[config.mk]
export PLATFORM = sky130hd
export DESIGN_NAME = pll_ctrl_top
export DESIGN_NICKNAME = d
export VERILOG_FILES = /design/src/rtl/pll_ctrl_pkg.sv /design/src/rtl/pll_cfg_reg.sv /design/src/rtl/pll_lock_timer.sv /design/src/rtl/pll_field_decode.sv /design/src/rtl/pll_ctrl_top.sv
export SDC_FILE = /design/constraint.sdc
export NUM_CORES = 1
export LEC_CHECK = 0
export BUFFER_PORTS_ARGS = -buffer_cell sky130_fd_sc_hd__buf_2
export CAP_MARGIN = 20
export CORE_MARGIN = 2
export CORE_UTILIZATION = 35
export CTS_CLUSTER_SIZE = 24
export DETAILED_ROUTE_END_ITERATION = 6
export SKIP_CTS_REPAIR_TIMING = 1
export SLEW_MARGIN = 20
export SYNTH_ARGS = -nofsm -noshare
export SYNTH_HDL_FRONTEND = slang
export SYNTH_SLANG_ARGS = --single-unit
[constraint.sdc]
create_clock -name clk -period 2.1 [get_ports clk]
set_input_delay 0.21 -clock clk [delete_from_list [all_inputs] [get_ports clk]]
set_output_delay 0.21 -clock clk [all_outputs]
set_load 0.01 [all_outputs]
[src/rtl/pll_ctrl_pkg.sv]
package pll_ctrl_pkg;
  localparam int DIV_W      = 8;
  localparam int CNT_W      = 6;
  localparam int ST_W       = 2;
  localparam int MUL_W      = 11;
  localparam int LOCK_SHIFT = 3;
  localparam int TGT_W      = CNT_W + LOCK_SHIFT;
  localparam int RSV_BIT    = 29;
  localparam int CFG_W      = DIV_W + CNT_W + ST_W + MUL_W;

  localparam logic [ST_W-1:0] ST_FAST   = 2'd0;
  localparam logic [ST_W-1:0] ST_NORMAL = 2'd2;

  // Packed in the order that yields the bus bit layout (MUL on top, DIV at bit 0)
  typedef struct packed {
    logic [MUL_W-1:0] mul;
    logic [ST_W-1:0]  st;
    logic [CNT_W-1:0] cnt;
    logic [DIV_W-1:0] div;
  } cfg_t;

  typedef enum logic [1:0] {
    DSEL_ZERO   = 2'b00,
    DSEL_BYPASS = 2'b01,
    DSEL_DIVIDE = 2'b10
  } dsel_e;

  // Ticks until lock: count scaled by eight, zero means the very next tick
  function automatic logic [TGT_W-1:0] lock_target(input logic [CNT_W-1:0] n);
    return TGT_W'(n) << LOCK_SHIFT;
  endfunction

  function automatic dsel_e div_decode(input logic [DIV_W-1:0] d);
    if (d == '0)      return DSEL_ZERO;
    else if (d == 1)  return DSEL_BYPASS;
    else              return DSEL_DIVIDE;
  endfunction

  function automatic logic st_reserved(input logic [ST_W-1:0] s);
    return (s != ST_FAST) && (s != ST_NORMAL);
  endfunction

  function automatic logic write_illegal(input logic [31:0] w);
    cfg_t c;
    c = cfg_t'(w[CFG_W-1:0]);
    return w[RSV_BIT] | st_reserved(c.st) | ((c.mul == '0) && (c.st != ST_NORMAL));
  endfunction
endpackage

[src/rtl/pll_cfg_reg.sv]
module pll_cfg_reg
  import pll_ctrl_pkg::*;
(
  input  logic        clk,
  input  logic        rst_n,
  input  logic        wr_en,
  input  logic [31:0] wr_data,
  output cfg_t        cfg_q,
  output logic        err_q,
  output logic        err_evt
);
  cfg_t cfg_d;
  logic unused_hi;

  assign cfg_d     = cfg_t'(wr_data[CFG_W-1:0]);
  assign unused_hi = ^wr_data[31:CFG_W];
  assign err_evt   = wr_en && write_illegal(wr_data);

  always_ff @(posedge clk) begin
    if (!rst_n) begin
      cfg_q <= '0;
      err_q <= 1'b0;
    end else begin
      if (wr_en)   cfg_q <= cfg_d;
      if (err_evt) err_q <= 1'b1;
    end
  end

  AST_ERR_STICKY: assert property (@(posedge clk) disable iff (!rst_n)
    err_q |=> err_q);
  AST_ERR_ON_BAD_WRITE: assert property (@(posedge clk) disable iff (!rst_n)
    err_evt |=> err_q);
  AST_WRITE_STORES: assert property (@(posedge clk) disable iff (!rst_n)
    wr_en |=> (cfg_q == $past(cfg_d)));
endmodule

[src/rtl/pll_lock_timer.sv]
module pll_lock_timer
  import pll_ctrl_pkg::*;
#(
  parameter int N_W = CNT_W,
  parameter int T_W = TGT_W
) (
  input  logic           clk,
  input  logic           rst_n,
  input  logic           restart,
  input  logic           pll_on,
  input  logic [N_W-1:0] count_n,
  input  logic           tick,
  output logic           lock,
  output logic           lock_evt
);
  logic [T_W-1:0] remain;
  logic           running;
  logic           tick_used;

  // A write in the same cycle takes precedence over the tick
  assign tick_used = tick && running && !restart;
  assign lock_evt  = tick_used && (remain <= T_W'(1));

  always_ff @(posedge clk) begin
    if (!rst_n) begin
      remain  <= '0;
      running <= 1'b0;
      lock    <= 1'b0;
    end else if (restart) begin
      remain  <= lock_target(count_n);
      running <= pll_on;
      lock    <= 1'b0;
    end else if (lock_evt) begin
      running <= 1'b0;
      lock    <= 1'b1;
    end else if (tick_used) begin
      remain  <= remain - T_W'(1);
    end
  end

  AST_RESTART_CLEARS_LOCK: assert property (@(posedge clk) disable iff (!rst_n)
    restart |=> !lock);
  AST_LOCK_ON_TICK: assert property (@(posedge clk) disable iff (!rst_n)
    $rose(lock) |-> ($past(tick) && !$past(restart)));
  AST_LOCK_HOLDS: assert property (@(posedge clk) disable iff (!rst_n)
    (lock && !restart) |=> lock);
  AST_IDLE_NO_COUNT: assert property (@(posedge clk) disable iff (!rst_n)
    (!running && !restart) |=> $stable(remain));
endmodule

[src/rtl/pll_field_decode.sv]
module pll_field_decode
  import pll_ctrl_pkg::*;
(
  input  cfg_t             cfg,
  output logic             pll_disable,
  output dsel_e            div_sel,
  output logic [DIV_W-1:0] div_value,
  output logic [MUL_W-1:0] mul_value,
  output logic             fast_start
);
  assign pll_disable = (cfg.mul == '0);
  assign div_sel     = div_decode(cfg.div);
  assign div_value   = cfg.div;
  assign mul_value   = cfg.mul;
  assign fast_start  = (cfg.st == ST_FAST);

  always_comb begin
    AST_DSEL_LEGAL: assert (div_sel != dsel_e'(2'b11));
  end
endmodule

[src/rtl/pll_ctrl_top.sv]
module pll_ctrl_top
  import pll_ctrl_pkg::*;
(
  input  logic        clk,
  input  logic        rst_n,
  input  logic        wr_en,
  input  logic [31:0] wr_data,
  input  logic        slow_tick,
  output logic [31:0] rd_data,
  output logic        lock,
  output logic        cfg_err,
  output logic        pll_disable,
  output logic [1:0]  div_sel,
  output logic [7:0]  div_value,
  output logic [10:0] mul_value,
  output logic        fast_start
);
  cfg_t  cfg_q;
  dsel_e dsel;
  logic  err_evt;
  logic  lock_evt;
  logic  wr_pll_on;

  // The timer is armed from the word being written, not the stored one
  assign wr_pll_on = (wr_data[CFG_W-1 -: MUL_W] != '0);

  pll_cfg_reg u_reg (
    .clk     (clk),
    .rst_n   (rst_n),
    .wr_en   (wr_en),
    .wr_data (wr_data),
    .cfg_q   (cfg_q),
    .err_q   (cfg_err),
    .err_evt (err_evt)
  );

  pll_lock_timer u_timer (
    .clk      (clk),
    .rst_n    (rst_n),
    .restart  (wr_en),
    .pll_on   (wr_pll_on),
    .count_n  (wr_data[DIV_W +: CNT_W]),
    .tick     (slow_tick),
    .lock     (lock),
    .lock_evt (lock_evt)
  );

  pll_field_decode u_dec (
    .cfg         (cfg_q),
    .pll_disable (pll_disable),
    .div_sel     (dsel),
    .div_value   (div_value),
    .mul_value   (mul_value),
    .fast_start  (fast_start)
  );

  assign div_sel = dsel;
  assign rd_data = {{(32-CFG_W){1'b0}}, cfg_q};

  AST_OFF_NO_LOCK: assert property (@(posedge clk) disable iff (!rst_n)
    pll_disable |-> !lock);
  AST_LOCK_EVT_NOT_OFF: assert property (@(posedge clk) disable iff (!rst_n)
    lock_evt |-> !pll_disable);
  AST_HIGH_BITS_ZERO: assert property (@(posedge clk) disable iff (!rst_n)
    $past(wr_en) |-> (rd_data[31:CFG_W] == '0));
  AST_ERR_EVT_SETS: assert property (@(posedge clk) disable iff (!rst_n)
    err_evt |=> cfg_err);
endmodule

# Word level (Yosys, flattened, before mapping)
# Index checks and enable logic that the tools add are counted.
[word_totals]
reg_bits = 39
inputBits = 36
out_inout_bits = 57
[classes]
n_addsub = 1
order_cmp = 1
eq_ne = 3
n_mux = 7
bitwise = 4
reduce_logical = 18
[ops]
columns = ["op", "count"]
rows = [
  ["9-bit two-way mux", 3],
  ["11-bit zero test", 2],
  ["11-bit nonzero test", 1],
  ["9-bit by 1-bit <= comparator with 1-bit output, second input constant", 1],
  ["9-bit by 1-bit subtractor with 9-bit output, second input constant", 1],
  ["8-bit by 1-bit == test with 1-bit output, second input constant", 1],
  ["8-bit zero test", 1],
  ["1-bit logical AND", 6],
  ["2-bit nonzero test", 3],
  ["2-bit two-way mux", 2],
  ["2-bit != test, second input constant", 2],
  ["2-bit AND reduction", 2],
  ["2-bit zero test", 1],
  ["1-bit two-way mux", 2],
  ["1-bit NOT", 2],
  ["1-bit bitwise OR", 2],
  ["2-bit OR reduction", 1],
  ["1-bit zero test", 1],
]

# Logic depth before layout (Yosys ltp)
# Gate-level depths: netlist of the first run.
[logic_depth]
word_depth = 5
mapped_depth = 6

# Hierarchy
# Synthesis of the first run repeated with hierarchy kept, for this count alone.
[unflattened]
hier_cells = 209
hier_area_um2 = 1971.9
[by_module_without_submodules]
columns = ["mod", "n_inst", "cells_per_inst", "area_per_inst_um2"]
rows = [
  ["pll_cfg_reg", 1, 94, 1087.3],
  ["pll_lock_timer", 1, 77, 623.1],
  ["pll_field_decode", 1, 28, 197.7],
  ["pll_ctrl_top", 1, 10, 63.8],
]

# Worst setup path before layout of the first run
# OpenSTA, ideal clock, no wires.
[synth_timing]
path_kind = "register to register"
startpoint = "register u_timer.remain[1]"
endpoint = "register u_timer.remain[6]"
setup_ns = 0.131
arrival_ns = 1.453
required_time_ns = 1.969
path_slack_ns = 0.516
path_stages_with_launch = 7
n_path_buf = 0
cell_sequence = "dfxtp_1 inv_1 ha_1 o21bai_1 a2111oi_2 xnor2_1 a21oi_1"
[synth_between]
elab_chain_cells = 4
word_cells_on_any_way = 8
[synth_lines]
columns = ["item", "line_no", "text"]
rows = [
  ["start, declared", "pll_lock_timer.sv:16", "logic [T_W-1:0] remain;"],
  ["start signal, assigned", "pll_lock_timer.sv:30", "remain <= lock_target(count_n);"],
  ["start signal, assigned", "pll_lock_timer.sv:37", "remain <= remain - T_W'(1);"],
  ["9-bit by 1-bit subtractor with 9-bit output / 9-bit by 1-bit <= comparator with 1-bit output (equally long branches)", "pll_lock_timer.sv:37, pll_lock_timer.sv:22", ""],
  ["9-bit two-way mux / 1-bit logical AND (equally long branches)", "pll_lock_timer.sv:36, pll_lock_timer.sv:22", ""],
  ["9-bit two-way mux / 2-bit != test (equally long branches)", "n/a", ""],
  ["9-bit two-way mux / 2-bit AND reduction (equally long branches)", "n/a", ""],
]
# Parallel ways exist; a longest one is shown, timed or not. The select of a mux whose other input is x is not followed.
# A chain may end at the register's enable or synchronous reset.

# Worst setup path after layout of the first run
# Same ends and word-level chain as after synthesis.

==> flow_summary_export.csv, run 1 <==
group,metric,value,unit
timing,rsz0062_at_grt,"false",
worst_setup_path,max_stage_delay,0.44,ns
clock_network,cts_root_buffer,"clkbuf_8",
place,hpwl,2.99,mm
power,peakVddDrop,0.381,mV
worst_setup_path,crit_fanout,6,
yosys,syn_inst,202,
worst_setup_path,setup.worst_path.class,"register to register",
yosys,avgSynthCellArea,9.29,um2
timing,hold_viol_final,0,
worst_setup_path,start_kind,"register",
worst_setup_path,slowest_stage,"a2111oi_2",
power,power_density,720,nW/um2
finish,final_layout_size_suffix_gt1_share,36.7,%
route,via_per_inst,4.72,
global_routing,busiest_layer,"met2",
timing,setup_viol,0,
timing,clock.fmax,572,MHz
timing,tns,0,ns
floorplan,fp.dieW,77.2,um
worst_setup_path,worstSetupEndpointType,"register",
clock_network,clk_pin_slew,0.07,ns
floorplan,initial_core_util,36.5,%
clock_network,insertion_delay,0.29,ns
global_routing,grt_pass1_vias,1514,
floorplan,rows,26,
route,dr.first_iter.drc_count,50,
clock_network,cts_num_sinks,39,
route,ant_nets,0,
timing,fin_crit_sh,83.2,%
floorplan,fp.dieArea,5960,um2
clock_network,clk_path_buf_depth,2,
route,drt-total-wl,4.15,mm
floorplan,die_h,77.2,um
power,swShare,28.0,%
timing,finClkSkew,0.00469,ns
global_routing,use_met1,18.2,%
route,drc_errors,0,
yosys,synth-main-ff-cell,"dfxtp_1",
global_routing,track_usage,14.8,%
global_routing,grt_pass1_wl,6.99,mm
global_routing,grtUsageMet3,5.65,%
yosys,synth_edf_count,0,
finish,nets,304,
power,p_leak,1.12,nW
outcome,outcome,"finished, final reports clean",
timing,finalCriticalPeriod,1.75,ns
clock_network,htree_num_levels,2,
worst_setup_path,worstPathRequired,2.27,ns
route,dr.pass1.iters,4,
worst_setup_path,worstPathArrival,1.91,ns
floorplan,core_area,5140,um2
finish,final_util,44.6,%
hold_path,hold_path.class,"input port to register",
clock_network,tritoncts,"built",
finish,syn2layout_area_growth,22.1,%
yosys,syn_area,1880,um2
floorplan,ios,93,
yosys,ys_ff_latch,39,
yosys,yosysUniqueCellTypes,37,
run,maxCapViolations,0,
timing,slew_violations,0,
global_routing,grt_start_max_net_pins,31,
yosys,async_reset_ff_share,0,%
worst_setup_path,crit_chain,"inv_1, ha_1, o21bai_1, a2111oi_2, xnor2_1, a21oi_1",
place,gp_congestion,0.820,
power,power_frac_seq,50.0,%
finish,fillCellCount,532,
finish,final_common_cell,"buf_2",
yosys,synth_warnings,0,
global_routing,antenna_found_initial,0,
yosys,ys_seq_area_share,41.6,%
timing,slew_headroom,63.4,%
route,wl_per_cell,12.3,um
power,p_sw,0.462,mW
global_routing,grtUsageMet2,21.9,%
clock_network,cts_buffers,5,
finish,n_antenna_cell,0,
global_routing,grt-ovfl-total,0,
finish,layout_common_cells,"buf_2 (83), dfxtp_1 (39), nor2_1 (32), mux2i_1 (25), nand2_1 (8)",
power,clkPwrFrac,32.1,%
power,pwr-share-comb,17.9,%
route,num_vias,1592,
power,p_int,1.19,mW
timing,tightestPinTransition,0.545,ns
place,portBuffers,83,
[synthesized netlist by cell type, types with 2 or more instances]
cell	instances	share of area (%)
and3_1	2	0.67
o21ai_0	3	0.80
a2111oi_2	2	1.6
a21oi_1	6	1.6
nor2_1	32	6.4
nor3_1	5	1.3
o21ai_1	2	0.53
xnor2_1	5	2.3
nand3_1	4	1.1
buf_2	2	0.53
buf_4	24	9.6
inv_1	4	0.80
nor4_1	7	2.3
a31oi_1	6	2.0
nand2_1	8	1.6
mux2i_1	25	13
ha_1	2	1.3
clkbuf_1	6	1.2
dfxtp_1	39	42
[power by group through the flow]
stage | Sequential, mW | Clock (mW) | Combinational (mW)
finish | 0.826 | 0.529 | 0.296
CTS | 0.826 | 0.555 | 0.300
global placement | 0.842 | 0 | 0.297
global route | 0.834 | 0.589 | 0.328
detailed placement | 0.842 | 0 | 0.298
floorplan | 0.852 | 0 | 0.200
[area by class of cell]
| class | count | area (um2) | share of cell area [%] |
|---|---|---|---|
| repair buffers | 85 | 430 | 18.8 |
| multi-input cells | 131 | 883 | 38.5 |
| well taps | 70 | 87.6 | 3.82 |
| inverters | 4 | 15.0 | 0.655 |
| clock inverters | 1 | 8.76 | 0.382 |
| clock buffers | 7 | 86.3 | 3.77 |
| flip-flops and latches | 39 | 781 | 34.1 |
[critical path: cells and delay by family (launching register included)]
family	cells	cell delay (ns)
flops	1	0.42
compound gates	3	0.78
fa+ha+maj	1	0.18
buf+inv	1	0.09
xor+xnor	1	0.16
[registers in the layout, summed over array words and instances (netlist names)]
signal           count
u_timer.remain       9
u_timer.running      1
u_reg.cfg_q         27
u_timer.lock         1
u_reg.err_q          1
[per-layer routing]
metal / vias to the layer above / share of wire (%)
met5: - / 0
met4: 0 / 2.2
met2: 60 / 44
li1: 811 / -
met3: 6 / 8.2
met1: 715 / 45
[final timing paths]
kind | start | endpoint | cells past startpoint | slack [ns]
max | u_timer.remain[1]$_SDFFE_PP0P_ | u_timer.remain[6]$_SDFFE_PN0P_ | 6 | 0.35
min | wr_data[5] | u_reg.cfg_q[5]$_SDFFE_PN0P_ | 3 | 0.15
max reg2reg | u_timer.remain[1]$_SDFFE_PP0P_ | u_timer.remain[6]$_SDFFE_PN0P_ | 6 | 0.35
min reg2reg | u_timer.lock$_SDFFE_PP0P_ | u_timer.lock$_SDFFE_PP0P_ | 2 | 0.47
[stage by stage]
step | total power [mW] | instances | cell area (um2) | hold WS [ns] | setup slack (ns)
after global placement | 1.14 | 329 | 2200 | 0.441 | 0.378
after floorplan | 1.05 | 206 | 1890 | 0.348 | 0.516
after detailed placement | 1.14 | 329 | 2200 | 0.453 | 0.366
final | 1.65 | 337 | 2290 | 0.150 | 0.352
after CTS | 1.68 | 337 | 2290 | 0.139 | 0.348
after global routing | 1.75 | 337 | 2290 | 0.143 | 0.0811
[cells by family (layout without fill, tap and decap cells)]
| logic type | Yosys count | count (layout) | synth area share [%] |
|---|---|---|---|
| and+or+nand+nor | 68 | 68 | 19.4 |
| AOI/OAI and AO/OA | 26 | 26 | 9.67 |
| muxes | 25 | 25 | 13.3 |
| xor gates and xnor gates | 5 | 5 | 2.33 |
| adders and majority gates | 2 | 2 | 1.33 |
| buffers and inverters | 36 | 97 | 12.1 |
| other | 1 | 5 | 0.200 |
| DFF | 39 | 39 | 41.6 |
(Power assumes the default switching activity.)
==> run 2, diff against run 1 <==
Settings changed: PLACE_DENSITY set to 0.66.
Clock period 2.1 ns to 1.4 ns, I/O delays scaled along.
==> flow_summary_export.csv, run 2 (same netlist as run 1, synthesis figures left out) <==
group,metric,value,unit
place,place_area,2330,um2
worst_setup_path,worstPathRequired,1.26,ns
power,power_density,1050,nW/um2
timing,layout_setup_ws,-0.0775,ns
worst_setup_path,rr_worst_depth,6,
worst_setup_path,rrSetupSlack,-0.03,ns
place,gp_congestion,0.816,
route,dr_wl_met2,2.06,mm
hold_path,whs_path_depth,3,
finish,largest-register,"u_reg.cfg_q",
finish,final_util,49.8,%
worst_setup_path,crit_chain,"nor4_4, nand2_1, nor4_1, buf_2",
worst_setup_path,crit_fanout,4,
floorplan,initial_core_util,36.5,%
worst_setup_path,slowest_stage,"dfxtp_2",
global_routing,grt_start_max_net_pins,19,
clock_network,tritoncts,"built",
worst_setup_path,setup.worst_path.class,"register to output pin",
global_routing,antenna_found_initial,0,
finish,final_common_cell,"buf_2",
worst_setup_path,max_stage_delay,0.35,ns
outcome,outcome,"finished, violations left",
clock_network,htree_num_levels,2,
hold_path,hold_path.class,"input port to register",
timing,rsz0062_at_grt,"true",
timing,clock.fmax,677,MHz
finish,nets,317,
timing,finalCriticalPeriod,1.48,ns
worst_setup_path,worstSetupEndpointType,"output pin",
worst_setup_path,rr_startpoint,"u_timer.remain[1]$_SDFFE_PP0P_",
route,dr.pass1.iters,4,
route,ant_nets,0,
outcome,violations,"negative setup slack",
clock_network,clk_pin_slew,0.08,ns
clock_network,cts_buffers,5,
finish,fin_area,2560,um2
floorplan,fp.dieW,77.2,um
clock_network,insertion_delay,0.28,ns
place,portBuffers,83,
timing,finClkSkew,0.00589,ns
finish,layout_common_cells,"buf_2 (83), nor2_1 (32), dfxtp_1 (28), mux2i_1 (25), buf_4 (14)",
global_routing,track_usage,14.1,%
floorplan,ios,93,
finish,n_antenna_cell,0,
finish,largestRegisters,"u_reg.cfg_q: 27 flops, u_timer.remain: 9 flops",
power,peakVddDrop,0.601,mV
finish,syn2layout_area_growth,36.4,%
route,via_per_inst,4.80,
timing,fin_crit_sh,106,%
timing,fin_hold_ws,0.0819,ns
global_routing,grt_pass1_vias,1507,
route,wl_per_cell,12.5,um
route,drt-met1-wl,1.98,mm
global_routing,grt-ovfl-total,0,
worst_setup_path,crit_start,"u_reg.cfg_q[20]$_SDFFE_PN0P_",
route,drt-total-wl,4.36,mm
route,dr.first_iter.drc_count,39,
floorplan,fp.dieArea,5960,um2
worst_setup_path,start_kind,"register",
timing,setup_viol,5,
clock_network,cts_root_buffer,"clkbuf_8",
route,dr_wl_met3,287,um
hold_path,whs_endpoint,"u_reg.cfg_q[1]$_SDFFE_PN0P_",
route,highest_layer,"met4",
clock_network,clk_path_buf_depth,2,
route,num_vias,1675,
hold_path,hold_path.startpoint,"wr_data[1]",
route,drc_errors,0,
timing,slew_violations,0,
finish,largest_reg_flops,27,
floorplan,die_h,77.2,um
floorplan,core_area,5140,um2
worst_setup_path,r2r_end,"u_timer.remain[6]$_SDFFE_PN0P_",
global_routing,grt_pass1_wl,6.91,mm
place,hpwl,3.14,mm
floorplan,rows,26,
timing,hold_viol_final,0,
finish,final_layout_size_suffix_gt1_share,47.7,%
worst_setup_path,worstPathArrival,1.34,ns
finish,fillCellCount,524,
run,maxCapViolations,0,
power,p_leak,1.22,nW
clock_network,cts_num_sinks,39,
-- run 2: cell type report --
type	count	area, um2	area share [%]
clock buffer	5	68.8	2.69
timing repair buffer	98	532	20.8
inverter	4	17.5	0.684
multi-input combinational	131	1020	39.8
tap	70	87.6	3.42
sequential	39	800	31.2
clock inverter	2	36.3	1.42
-- run 2: how the worst max path moves through the flow --
stage / endpoint / slack [ns] / cells past startpoint
CTS: pll_disable / -0.15 / 4
detailed placement: u_timer.remain[5]$_SDFFE_PN0P_ / -0.03 / 4
finish: pll_disable / -0.08 / 4
floorplan: u_timer.running$_SDFFE_PN0P_ / -0.05 / 4
global route: pll_disable / -0.18 / 4
global placement: u_timer.remain[5]$_SDFFE_PN0P_ / -0.01 / 4
-- run 2: stage by stage --
step	instances	power (mW)	setup TNS [ns]	worst slack [ns]
floorplan	206	1.59	-0.0753	-0.0454
global placement	340	1.75	-0.0188	-0.0113
detailed placement	340	1.75	-0.0698	-0.0321
CTS	347	2.67	-0.403	-0.153
global route	349	2.82	-0.724	-0.178
finish	349	2.70	-0.129	-0.0775
-- run 2: power by group --
group	leakage [nW]	total (mW)	internal (mW)	switching [mW]
logic	0.839	0.544	0.264	0.280
clock network	0.0545	0.909	0.522	0.387
registers	0.326	1.24	1.18	0.0683
-- run 2: worst max-delay path, delay by kind of cell, from the launching register on --
family	cells	cell delay [ns]
flip-flops	1	0.35
buffers and inverters	1	0.17
AND/OR/NAND/NOR	3	0.53
-- run 2: layer usage --
| metal | track usage [%] | vias up |
|---|---|---|
| met4 | 5.36 | 0 |
| li1 | - | 829 |
| met2 | 23.0 | 55 |
| met5 | 0 | - |
| met1 | 18.0 | 789 |
| met3 | 3.29 | 2 |
==> run 3, diff against run 2 <==
Settings changed: PLACE_DENSITY 0.66 to 0.65, SYNTH_HIERARCHICAL set to 1.
==> flow_summary_export.csv, run 3 <==
group,metric,value,unit
global_routing,grt_pass1_vias,1683,
floorplan,core_area,5470,um2
worst_setup_path,crit_start,"u_reg/cfg_q[5]$_SDFFE_PN0P_",
clock_network,cts_root_buffer,"clkbuf_8",
worst_setup_path,rrSetupSlack,-0.33,ns
finish,largest_reg_flops,27,
finish,n_antenna_cell,0,
floorplan,initial_core_util,35.9,%
power,clkPwrFrac,28.7,%
finish,largest-register,"u_reg/cfg_q",
power,pwr-share-comb,24.5,%
route,via_per_inst,4.89,
power,p_leak,1.35,nW
route,wl_per_cell,13.9,um
finish,nets,341,
power,peakVddDrop,0.620,mV
finish,layout_common_cells,"buf_2 (82), dfxtp_1 (33), mux2i_1 (28), nor2b_1 (28), buf_4 (25)",
timing,rsz0062_at_grt,"true",
power,power_density,924,nW/um2
finish,largestRegisters,"u_reg/cfg_q: 27 flops, u_timer/remain: 9 flops",
run,maxCapViolations,0,
timing,fin_crit_sh,131,%
timing,tns,-2.56,ns
timing,hold_viol_final,0,
route,dr.first_iter.drc_count,120,
clock_network,cts_buffers,5,
global_routing,antenna_found_initial,1,
global_routing,grt-ovfl-total,0,
yosys,syn_area,1970,um2
clock_network,clk_path_buf_depth,2,
floorplan,fp.dieArea,6240,um2
place,gp_congestion,0.858,
place,portBuffers,83,
floorplan,die_h,79.0,um
worst_setup_path,worstPathArrival,1.70,ns
timing,finClkSkew,0.00558,ns
yosys,synth_warnings,6,
clock_network,cts_num_sinks,39,
outcome,violations,"negative setup slack",
yosys,avgSynthCellArea,9.46,um2
worst_setup_path,start_kind,"register",
global_routing,grt_start_max_net_pins,27,
timing,clock.fmax,544,MHz
route,num_vias,1840,
worst_setup_path,worstSetupEndpointType,"output pin",
power,p_sw,0.781,mW
power,p_int,1.86,mW
worst_setup_path,setup.worst_path.class,"register to output pin",
finish,syn2layout_area_growth,45.3,%
finish,fillCellCount,549,
finish,final_layout_size_suffix_gt1_share,53.0,%
floorplan,ios,93,
global_routing,grt_pass1_wl,8.06,mm
clock_network,clk_pin_slew,0.08,ns
worst_setup_path,worstPathRequired,1.26,ns
finish,fin_area,2860,um2
timing,layout_setup_ws,-0.439,ns
global_routing,track_usage,16.6,%
floorplan,rows,27,
timing,fin_hold_ws,0.104,ns
timing,slew_violations,0,
timing,setup_viol,10,
route,dr.pass1.iters,4,
clock_network,tritoncts,"built",
clock_network,insertion_delay,0.29,ns
route,drc_errors,0,
worst_setup_path,crit_fanout,2,
outcome,outcome,"finished, violations left",
worst_setup_path,r2r_end,"u_timer/remain[3]$_SDFFE_PN0P_",
route,ant_nets,0,
timing,finalCriticalPeriod,1.84,ns
place,place_area,2580,um2
floorplan,fp.dieW,79.0,um
hold_path,hold_path.class,"input port to register",
power,swShare,29.6,%
route,drt-total-wl,5.23,mm
worst_setup_path,rr_startpoint,"u_timer/remain[1]$_SDFFE_PP0P_",
clock_network,htree_num_levels,2,
finish,final_common_cell,"buf_2",
power,power_frac_seq,46.8,%
worst_setup_path,rr_worst_depth,6,
yosys,syn_inst,208,
place,hpwl,3.82,mm
worst_setup_path,critPathCapture,"div_sel[1]",
## run 3: worst min-delay path by stage
stage	slack [ns]	to	start	cells past startpoint
after floorplan	0.27	u_reg/cfg_q[13]$_SDFFE_PN0P_	rst_n	1
after global placement	0.40	u_reg/cfg_q[6]$_SDFFE_PN0P_	wr_data[6]	3
after detailed placement	0.41	u_reg/cfg_q[1]$_SDFFE_PN0P_	wr_data[1]	3
after CTS	0.09	u_reg/cfg_q[1]$_SDFFE_PN0P_	wr_data[1]	3
after global routing	0.09	u_reg/cfg_q[1]$_SDFFE_PN0P_	wr_data[1]	3
final	0.10	u_reg/cfg_q[1]$_SDFFE_PN0P_	wr_data[1]	3
## run 3: critical path, cell delays in order, from the launching register on
cell     delay, ns
dfxtp_2       0.32
or4_4         0.53
or4_4         0.43
buf_6         0.13
## run 3: power groups by stage
stage	sequential [mW]	clock (mW)	combinational [mW]
after floorplan	1.28	0	0.313
after detailed placement	1.25	0	0.571
after global placement	1.25	0	0.563
after CTS	1.23	0.802	0.573
after global routing	1.25	0.846	0.707
final	1.24	0.756	0.648
## run 3: layer usage
layer  vias up  wire (um)  global-route usage (%)
li1        902          -                       -
met1       869       2240                    19.9
met2        61       2630                    27.4
met3         6        293                    4.66
met4         2         65                    7.59
met5         -          7                       0
## run 3: stage by stage
step / cells / power [mW] / worst slack [ns] / utilization, %
4_1_cts: 375 / 2.60 / -0.474 / 48.7
6_report: 376 / 2.64 / -0.439 / 52.2
3_5_place_dp: 367 / 1.82 / -0.300 / 47.1
5_1_grt: 376 / 2.80 / -0.482 / 52.2
2_1_floorplan: 212 / 1.59 / -0.250 / -
3_3_place_gp: 367 / 1.81 / -0.267 / 47.1
## run 3: layout make-up
cell class	count	area, um2	share of cell area, %
Multi-Input combinational cell	137	1170	41.0
Sequential cell	39	796	27.8
Timing Repair Buffer	114	686	24.0
Tap cell	72	90.1	3.15
Clock buffer	5	68.8	2.41
Inverter	6	27.5	0.963
Clock inverter	3	18.8	0.657
